## config.mk

```make
export PLATFORM = sky130hd
export DESIGN_NAME = lnk_frame_tx
export DESIGN_NICKNAME = d
export VERILOG_FILES = /design/src/rtl/lft_pkg.sv /design/src/rtl/lft_crc32.sv /design/src/rtl/lft_scrambler.sv /design/src/rtl/lnk_frame_tx.sv
export SDC_FILE = /design/constraint.sdc
export NUM_CORES = 1
export LEC_CHECK = 0
export ABC_AREA = 1
export BUFFER_PORTS_ARGS = -buffer_cell sky130_fd_sc_hd__buf_4
export CORE_UTILIZATION = 63
export CTS_CLUSTER_SIZE = 8
export DETAILED_ROUTE_END_ITERATION = 7
export PLACE_DENSITY = 0.85
export SLEW_MARGIN = 40
export SYNTH_ARGS = -nofsm -noshare
export SYNTH_HDL_FRONTEND = slang
export SYNTH_SLANG_ARGS = --single-unit
```

## constraint.sdc

```tcl
create_clock -name clk -period 4 [get_ports clk]
set_clock_uncertainty 0.05 [all_clocks]
set_input_delay 0.6 -clock clk [delete_from_list [all_inputs] [get_ports clk]]
set_output_delay 0.6 -clock clk [all_outputs]
set_load 0.02 [all_outputs]
```

## src/rtl/lft_pkg.sv

```systemverilog
package lft_pkg;
  localparam int unsigned DW = 32;
  typedef enum logic [1:0] {
    ST_IDLE = 2'd0,
    ST_DATA = 2'd1,
    ST_CHK  = 2'd2,
    ST_END  = 2'd3
  } lft_state_t;
endpackage

```

## src/rtl/lft_crc32.sv

```systemverilog
module lft_crc32 #(
  parameter int unsigned          W    = 32,
  parameter logic [W-1:0]         POLY = 32'h04C11DB7,
  parameter logic [W-1:0]         INIT = 32'h52325032
) (
  input  logic         clk,
  input  logic         rst,
  input  logic         clear,
  input  logic         update,
  input  logic [W-1:0] din,
  output logic [W-1:0] crc
);
  logic [W-1:0] crc_q;
  logic [W-1:0] crc_nx;

  always_comb begin
    crc_nx = crc_q;
    for (int i = W - 1; i >= 0; i--) begin
      if (crc_nx[W-1] ^ din[i]) crc_nx = (crc_nx << 1) ^ POLY;
      else                      crc_nx = crc_nx << 1;
    end
  end

  always_ff @(posedge clk) begin
    if (rst)         crc_q <= INIT;
    else if (clear)  crc_q <= INIT;
    else if (update) crc_q <= crc_nx;
  end

  assign crc = crc_q;

  // a clear always leaves the initial value for the next frame
  p_crc_reload_r3: assert property (@(posedge clk) disable iff (rst)
    clear |=> crc_q == INIT);
endmodule

```

## src/rtl/lft_scrambler.sv

```systemverilog
module lft_scrambler #(
  parameter int unsigned  SW   = 16,
  parameter int unsigned  MW   = 32,
  parameter logic [SW-1:0] TAPS = 16'hD008,
  parameter logic [SW-1:0] SEED = 16'hFFFF
) (
  input  logic          clk,
  input  logic          rst,
  input  logic          reseed,
  input  logic          advance,
  output logic [MW-1:0] mask
);
  logic [SW-1:0] lfsr_q;
  logic [SW-1:0] lfsr_nx;

  always_comb begin
    lfsr_nx = lfsr_q;
    mask    = '0;
    for (int i = MW - 1; i >= 0; i--) begin
      mask[i] = lfsr_nx[SW-1];
      lfsr_nx = {lfsr_nx[SW-2:0], ^(lfsr_nx & TAPS)};
    end
  end

  always_ff @(posedge clk) begin
    if (rst)          lfsr_q <= SEED;
    else if (reseed)  lfsr_q <= SEED;
    else if (advance) lfsr_q <= lfsr_nx;
  end

  // the generator never falls into the all-zero lock-up state
  p_lfsr_live_r4: assert property (@(posedge clk) disable iff (rst)
    lfsr_q != '0);
endmodule

```

## src/rtl/lnk_frame_tx.sv

```systemverilog
module lnk_frame_tx #(
  parameter int unsigned  DW       = lft_pkg::DW,
  parameter logic [DW-1:0] SOF_WORD = 32'h3737B57C,
  parameter logic [DW-1:0] EOF_WORD = 32'hD5D5B57C,
  parameter logic [DW-1:0] CRC_POLY = 32'h04C11DB7,
  parameter logic [DW-1:0] CRC_INIT = 32'h52325032,
  parameter int unsigned  SCR_W    = 16,
  parameter logic [SCR_W-1:0] SCR_TAPS = 16'hD008,
  parameter logic [SCR_W-1:0] SCR_SEED = 16'hFFFF
) (
  input  logic          clk,
  input  logic          rst,
  input  logic [DW-1:0] in_data,
  input  logic          in_valid,
  input  logic          in_last,
  output logic          in_ready,
  output logic [DW-1:0] out_data,
  output logic          out_ctrl,
  output logic          out_valid,
  input  logic          out_ready
);
  import lft_pkg::*;

  lft_state_t    state_q;
  logic [DW-1:0] data_q;
  logic          ctrl_q;
  logic          valid_q;
  logic          adv;
  logic          take_in;
  logic          start_frame;
  logic          emit_chk;
  logic [DW-1:0] crc_val;
  logic [DW-1:0] scr_mask;

  assign adv         = !valid_q || out_ready;
  assign in_ready    = (state_q == ST_DATA) && adv;
  assign take_in     = in_valid && in_ready;
  assign start_frame = (state_q == ST_IDLE) && adv && in_valid;
  assign emit_chk    = (state_q == ST_CHK) && adv;

  lft_crc32 #(.W(DW), .POLY(CRC_POLY), .INIT(CRC_INIT)) crc_i (
    .clk    (clk),
    .rst    (rst),
    .clear  (start_frame),
    .update (take_in),
    .din    (in_data),
    .crc    (crc_val)
  );

  lft_scrambler #(.SW(SCR_W), .MW(DW), .TAPS(SCR_TAPS), .SEED(SCR_SEED)) scr_i (
    .clk     (clk),
    .rst     (rst),
    .reseed  (start_frame),
    .advance (take_in || emit_chk),
    .mask    (scr_mask)
  );

  always_ff @(posedge clk) begin
    if (rst) begin
      state_q <= ST_IDLE;
      data_q  <= '0;
      ctrl_q  <= 1'b0;
      valid_q <= 1'b0;
    end else if (adv) begin
      unique case (state_q)
        ST_IDLE: begin
          valid_q <= in_valid;
          if (in_valid) begin
            data_q  <= SOF_WORD;
            ctrl_q  <= 1'b1;
            state_q <= ST_DATA;
          end
        end
        ST_DATA: begin
          valid_q <= in_valid;
          if (in_valid) begin
            data_q <= in_data ^ scr_mask;
            ctrl_q <= 1'b0;
            if (in_last) state_q <= ST_CHK;
          end
        end
        ST_CHK: begin
          data_q  <= crc_val ^ scr_mask;
          ctrl_q  <= 1'b0;
          valid_q <= 1'b1;
          state_q <= ST_END;
        end
        default: begin
          data_q  <= EOF_WORD;
          ctrl_q  <= 1'b1;
          valid_q <= 1'b1;
          state_q <= ST_IDLE;
        end
      endcase
    end
  end

  assign out_data  = data_q;
  assign out_ctrl  = ctrl_q;
  assign out_valid = valid_q;

  // control-flagged words are only the two unmasked primitives
  p_ctrl_code_r5: assert property (@(posedge clk) disable iff (rst)
    (out_valid && out_ctrl) |-> (out_data == SOF_WORD || out_data == EOF_WORD));

  // a refused word is held
  p_hold_r7: assert property (@(posedge clk) disable iff (rst)
    (out_valid && !out_ready) |=> (out_valid && $stable(out_data) && $stable(out_ctrl)));

  // payload is never accepted while an end primitive waits at the output
  p_stall_end_r6: assert property (@(posedge clk) disable iff (rst)
    (out_valid && out_ctrl && out_data == EOF_WORD) |-> !in_ready);

  // a start primitive is never followed directly by another
  p_single_sof_r2: assert property (@(posedge clk) disable iff (rst)
    (out_valid && out_ready && out_ctrl && out_data == SOF_WORD)
      |=> !(out_valid && out_ctrl && out_data == SOF_WORD));
endmodule

```

Yosys cells after proc, flatten, opt, wreduce, memory -nomap -nowiden
Index checks and enable logic that the tools add are counted.
{"block": "totals", "regBits": 84, "latchBits": 0, "ramBits": 0, "romBits": 0, "input_bits": 37, "output_inout_bits": 35, "word_cells": 165, "n_memories": 0}
{"block": "classes", "addsub": 0, "mul": 0, "div": 0, "order_cmp": 0, "eq_ne": 5, "n_shift": 0, "mux": 43, "bitwise": 66, "reduce_logical": 45}
{"operator": "$mux W27", "n": 32}
{"operator": "$reduce_xor A16 Y1", "n": 32}
{"operator": "$not A14 Y14", "n": 32}
{"operator": "$pmux W32 S3", "n": 1}
{"operator": "$mux W32", "n": 2}
{"operator": "$xor A32 B32 Y32", "n": 2}
{"operator": "$xor A1 B1 Y1", "n": 32}
{"operator": "$mux W2", "n": 3}
{"operator": "$ne A2 B2 Y1 const B", "n": 3}
{"operator": "$pmux W2 S3", "n": 1}
{"operator": "$logic_and A1 B1 Y1", "n": 5}
{"operator": "$reduce_and A4 Y1", "n": 1}
{"operator": "$reduce_or A2 Y1", "n": 2}
{"operator": "$mux W1", "n": 3}
{"operator": "$pmux W1 S3", "n": 1}
{"operator": "$reduce_and A3 Y1", "n": 1}
{"operator": "$eq A2 B1 Y1 const B", "n": 1}
{"operator": "$eq A2 B2 Y1 const B", "n": 1}
{"operator": "$logic_not A2 Y1", "n": 1}
{"operator": "$logic_or A1 B1 Y1", "n": 2}
{"operator": "$logic_not A1 Y1", "n": 1}

Longest topological paths before layout
{"block": "depth", "ltp_word": 64, "mapped_depth": 31, "mapped_depth_nobuf": 30}

Hierarchy
From an unflattened synthesis, not the netlist that was laid out.
{"block": "hier_totals", "hier_cells": 1979, "area_unflattened_um2": 11260.8}
{"mod": "lft_crc32", "n_inst": 1, "cells_per_inst": 1112, "area_each_um2": 6179.7, "seq_area_each_um2": 640.6}
{"mod": "lft_scrambler", "n_inst": 1, "cells_per_inst": 457, "area_each_um2": 2646.3, "seq_area_each_um2": 320.3}
{"mod": "lnk_frame_tx", "n_inst": 1, "cells_per_inst": 410, "area_each_um2": 2434.8, "seq_area_each_um2": 720.7}

Worst setup path before layout
Ideal clock, no wire load.
{"block": "synth_path", "kind": "input to register", "from": "input in_data[31]", "to": "register crc_i.crc_q[12], in the netlist crc_i.crc[12]", "setup_ns": 0.115, "arrival_ns": 2.827, "required_ns": 3.835, "path_slack_ns": 1.008, "path_stages": 29, "n_path_buf": 1, "path_cell_list": "inv_1 nand2_1 nand2_1 buf_6 nand2_2 nand2_4 nand2_1 nand2_2 nand2_2 nand2_1 nand2_1 nand2_2 nand2_2 nand2_2 nand2_1 nand2_1 nand2_1 nand2_2 nand2_1 nand3_2 nand2_4 inv_2 nand2_1 nand2_1 nand2_1 nand2_1 nand2_1 nand3_1 nand2_1"}
{"block": "synth_between", "elab_chain_len": 41, "word_cells_on_any_way": 81, "cone_classes": "mux: 32; bitwise: 49"}
{"item": "start: declaration", "line": "lnk_frame_tx.sv:13", "rtl": "input logic [DW-1:0] in_data,"}
{"item": "$xor A1 B1 Y1 (*)", "line": "lft_crc32.sv:19", "rtl": "if (crc_nx[W-1] ^ din[i]) crc_nx = (crc_nx << 1) ^ POLY;"}
{"item": "$mux W27 (*)", "line": "lft_crc32.sv:19"}
{"item": "$mux W27 / $not A14 Y14 (equally long branches) (2 in a row)"}
{"item": "$mux W27", "line": "lft_crc32.sv:19"}
{"item": "$not A14 Y14 (no source line) / $mux W27 (equally long branches)"}
{"item": "$mux W27", "line": "lft_crc32.sv:19"}
{"item": "$mux W27 / $not A14 Y14 (equally long branches) (2 in a row)"}
{"item": "$mux W27", "line": "lft_crc32.sv:19"}
{"item": "(+23 left out)"}
{"item": "$mux W27 / $not A14 Y14 (equally long branches)"}
{"item": "$mux W27", "line": "lft_crc32.sv:19"}
{"item": "$not A14 Y14 (no source line) / $mux W27 (equally long branches)"}
{"item": "$mux W27", "line": "lft_crc32.sv:19"}
{"item": "$not A14 Y14 (no source line) / $xor A1 B1 Y1 (equally long branches)"}
{"item": "$mux W27", "line": "lft_crc32.sv:19"}
{"item": "$not A14 Y14 (no source line) / $xor A1 B1 Y1 (equally long branches)"}
{"item": "$mux W27 (*)", "line": "lft_crc32.sv:19"}
{"item": "end signal: assignment", "line": "lft_crc32.sv:27", "rtl": "else if (update) crc_q <= crc_nx;"}
{"item": "end: declaration", "line": "lft_crc32.sv:13", "rtl": "logic [W-1:0] crc_q;"}
Mark *: on every way between the ends. The rest lies on a longest branch, timed or not.
A chain may end at the register's enable or synchronous reset.

Worst setup path in the final report
{"block": "layout_path", "from": "register crc_i.crc_q[26], in the netlist crc_i.crc[26]", "to": "register crc_i.crc_q[12], in the netlist crc_i.crc[12]"}
{"block": "layout_between", "elab_chain_len": 34, "word_cells_on_any_way": 67, "cone_classes": "mux: 27; bitwise: 40"}
{"item": "$xor A1 B1 Y1 (*)", "line": "lft_crc32.sv:19"}
{"item": "$mux W27 (*)", "line": "lft_crc32.sv:19"}
{"item": "$mux W27 (5 in a row)", "line": "lft_crc32.sv:19"}
{"item": "$not A14 Y14 (no source line)"}
{"item": "$mux W27", "line": "lft_crc32.sv:19"}
{"item": "$not A14 Y14 (no source line)"}
{"item": "$mux W27 (3 in a row)", "line": "lft_crc32.sv:19"}
{"item": "$not A14 Y14 (no source line)"}
{"item": "(+11 left out)"}
{"item": "$not A14 Y14 (no source line)"}
{"item": "$mux W27 (2 in a row)", "line": "lft_crc32.sv:19"}
{"item": "$not A14 Y14 (no source line)"}
{"item": "$mux W27", "line": "lft_crc32.sv:19"}
{"item": "$not A14 Y14 (no source line)"}
{"item": "$mux W27", "line": "lft_crc32.sv:19"}
{"item": "$not A14 Y14 (no source line)"}
{"item": "$mux W27 (*)", "line": "lft_crc32.sv:19"}
Marked as above.

==> results.cfg <==
[synth]
synth_seq_cells = 84
yosys.area_share.simple_pct = 42.7
synth.avg_cell_area_sq_um = 5.97
synth-main-ff-cell = dfxtp_1
yosys.area.top_type = nand2_1
synth_cells = 1663
synthesis.area_sq_um = 9920
synth_compound_area_share_pct = 9.87
synthArstFlopShare_pct = 0
synthDistinctLibCells = 39
synth_top_family_by_area = simple AND/OR/NAND/NOR gates
synth_xor_area_share_pct = 20.4
ys_top_cells_by_area = nand2_1 24%, dfxtp_1 17%, xor2_1 12%, nand3_1 8.5%, inv_1 6.3%
yosysWarnings = 0
synthesis.nets = 1704
synthAdderAreaFrac_pct = 0.504
synth-edff-count = 0
synth_mux_area_share_pct = 0.202
seq_area_frac_synth_pct = 16.9
synth_top_area_share_pct = 24.0

[run_status]
run_status = finished, violations left
violations = design-rule violations

[clock_network]
postCtsSetupRepairBufs = 0
root_buffer = clkbuf_16
cts_tree = done
numCtsBuffers = 9
holdBufCountCts = 0
worst_skew_pair.late_latency_ns = 0.36
clk_pin_slew_worst_paths_ns = 0.06
cts_buffer_depth = 2
cts.sinks = 84
htreeDepth = 3

[routing]
remaining_drc_errors = 1
vias_per_cell = 5.75
firstDrtPassIters = 8
wl_per_cell_um = 17.8
postRouteAntennaNets = 0
drt_iter0_markers = 1320
drt_wl_total_um = 34500
vias = 11136

[final_layout]
layout.nets = 1761
diodes = 0
syn_to_final_growth_pct = 10.0
final_common_cell = nand2_1
stdcell_count = 1936
final_cell_mix = 633 x nand2_1, 168 x nand3_1, 165 x inv_1
drive_gt1_share_pct = 14.8
n_fill_cell = 1390
design_area_sq_um = 10900

[timing]
setup_viol = 0
max_freq_ghz = 0.274
grt_setup_unrepaired = false
finalSetupTns_ns = 0
report.final.slew_viol_count = 0
final_hold_viol_count = 0
relSlewSlack_pct = 42.7
period_minus_slack_ns = 3.65
tightest_slew_ns = 0.859
fin_crit_sh_pct = 91.3

[setup_path]
cp.arrival_ns = 3.85
crit_fanout = 10
required_ns = 4.19
ff2ff_path_depth = 27
path_class = register to register
setup.worst_path.end_class = register
cp-start-kind = register

[global_routing]
grt_pass1_wl_um = 52700
grt_pass1_vias = 9747
antenna_found_initial = 0
grt_start_max_net_pins = 42
track_usage_pct = 42.8
grt_overflow = 0

[floorplanning]
dieArea_sq_um = 16300
num_rows = 45
ios = 72
core_sq_um = 15300
fp.dieW_um = 128
start_util_pct = 64.8
die_y_um = 128

[placement]
dpl_cell_area_sq_um = 10600
hpwl_um = 27900
gp_congestion = 0.988
io_buffers = 71
dpl.cell_count = 1920

[hold_path]
hold_depth = 2
hold_class = register to register

[job]
max-cap-violations = 0
## timing repair
item / 4_1_cts / 5_1_grt
hold endpoints to repair: 0 / 0
endpoints found under the setup margin: 0 / 7
resized for setup: 0 / 2
## cells in the mapped netlist, drive strengths merged, types with 2 or more instances
cell,instances
nand4,7
nor2,26
ha,4
clkinv,2
nand3,175
inv,190
nand2,715
buf,14
dfxtp,84
clkbuf,25
mux2i,2
o211ai,12
nand3b,10
xor2,151
xnor2,55
a21oi,70
o21ai,92
a21o,7
or2,18
## metal layers
metal,GRT usage [%],up-vias,routed length [um]
met1,59.0,5099,14400
met2,65.8,619,14700
met4,13.7,0,1240
li1,-,5327,-
met3,9.59,91,4210
met5,0,-,0
## cell type report
class / instances / area (sq um) / area share [%]
Timing Repair Buffer: 85 / 638 / 5.85
Sequential cell: 84 / 1680 / 15.4
Clock inverter: 7 / 52.6 / 0.481
Clock buffer: 9 / 225 / 2.06
Tap cell: 211 / 264 / 2.42
Multi-Input combinational cell: 1348 / 7330 / 67.1
Inverter: 192 / 727 / 6.66
## worst paths after layout
path	startpoint	to	slack [ns]
setup reg to reg	crc_i.crc[26]	crc_i.crc[12]	0.35
hold / removal	out_data[11]	out_data[11]	0.42
setup / recovery	crc_i.crc[26]	crc_i.crc[12]	0.35
hold reg to reg	out_data[11]	out_data[11]	0.42
## cells by family (layout without fill, tap and decap cells)
family                     count (synthesis)  after routing
and+or+nand+nor                          952            952
DFF                                       84             84
xor gates and xnor gates                 206            206
buffers and inverters                    231            293
muxes                                      2              2
adders and majority gates                  4              4
AOI/OAI and AO/OA                        184            184
## sequential cells by signal (all words and copies together), names as in the netlist
signal / count
crc_i.crc: 32
state_q: 2
out_valid: 1
out_ctrl: 1
scr_i.lfsr_q: 16
out_data: 32
## through the flow
stage               util, %  worst slack [ns]  hold slack [ns]
floorplan                 -              1.01            0.391
detailed placement     69.4            0.0510            0.411
global placement       69.4            0.0916            0.404
finish                 71.3             0.348            0.422
global route           71.3            0.0832            0.444
CTS                    71.3             0.390            0.421
## worst max-delay path, cell delays in order, from the launching register on
cell and delay (ns):
dfxtp_1 0.46, inv_2 0.12, nand2_1 0.09, nand2_2 0.13
nand2_1 0.10, nand2_1 0.20, inv_1 0.16, nand3_1 0.16
nand2_2 0.20, nand2_1 0.07, nand2_1 0.09, inv_1 0.06
nand2_2 0.11, nand2_4 0.14, clkinv_4 0.12, nand3_4 0.12
nand2_4 0.14, nand2_1 0.06, nand2_1 0.10, nand2_1 0.06
nand2_1 0.20, nand2_1 0.11, nand2_1 0.11, nand2_1 0.11
nand2_1 0.11, nand2_1 0.05, nand3_1 0.06, nand2_1 0.05
Power is left out: the tool's default activity adds up to more than one toggle a clock period on the data nets, which glitch-free logic cannot reach.
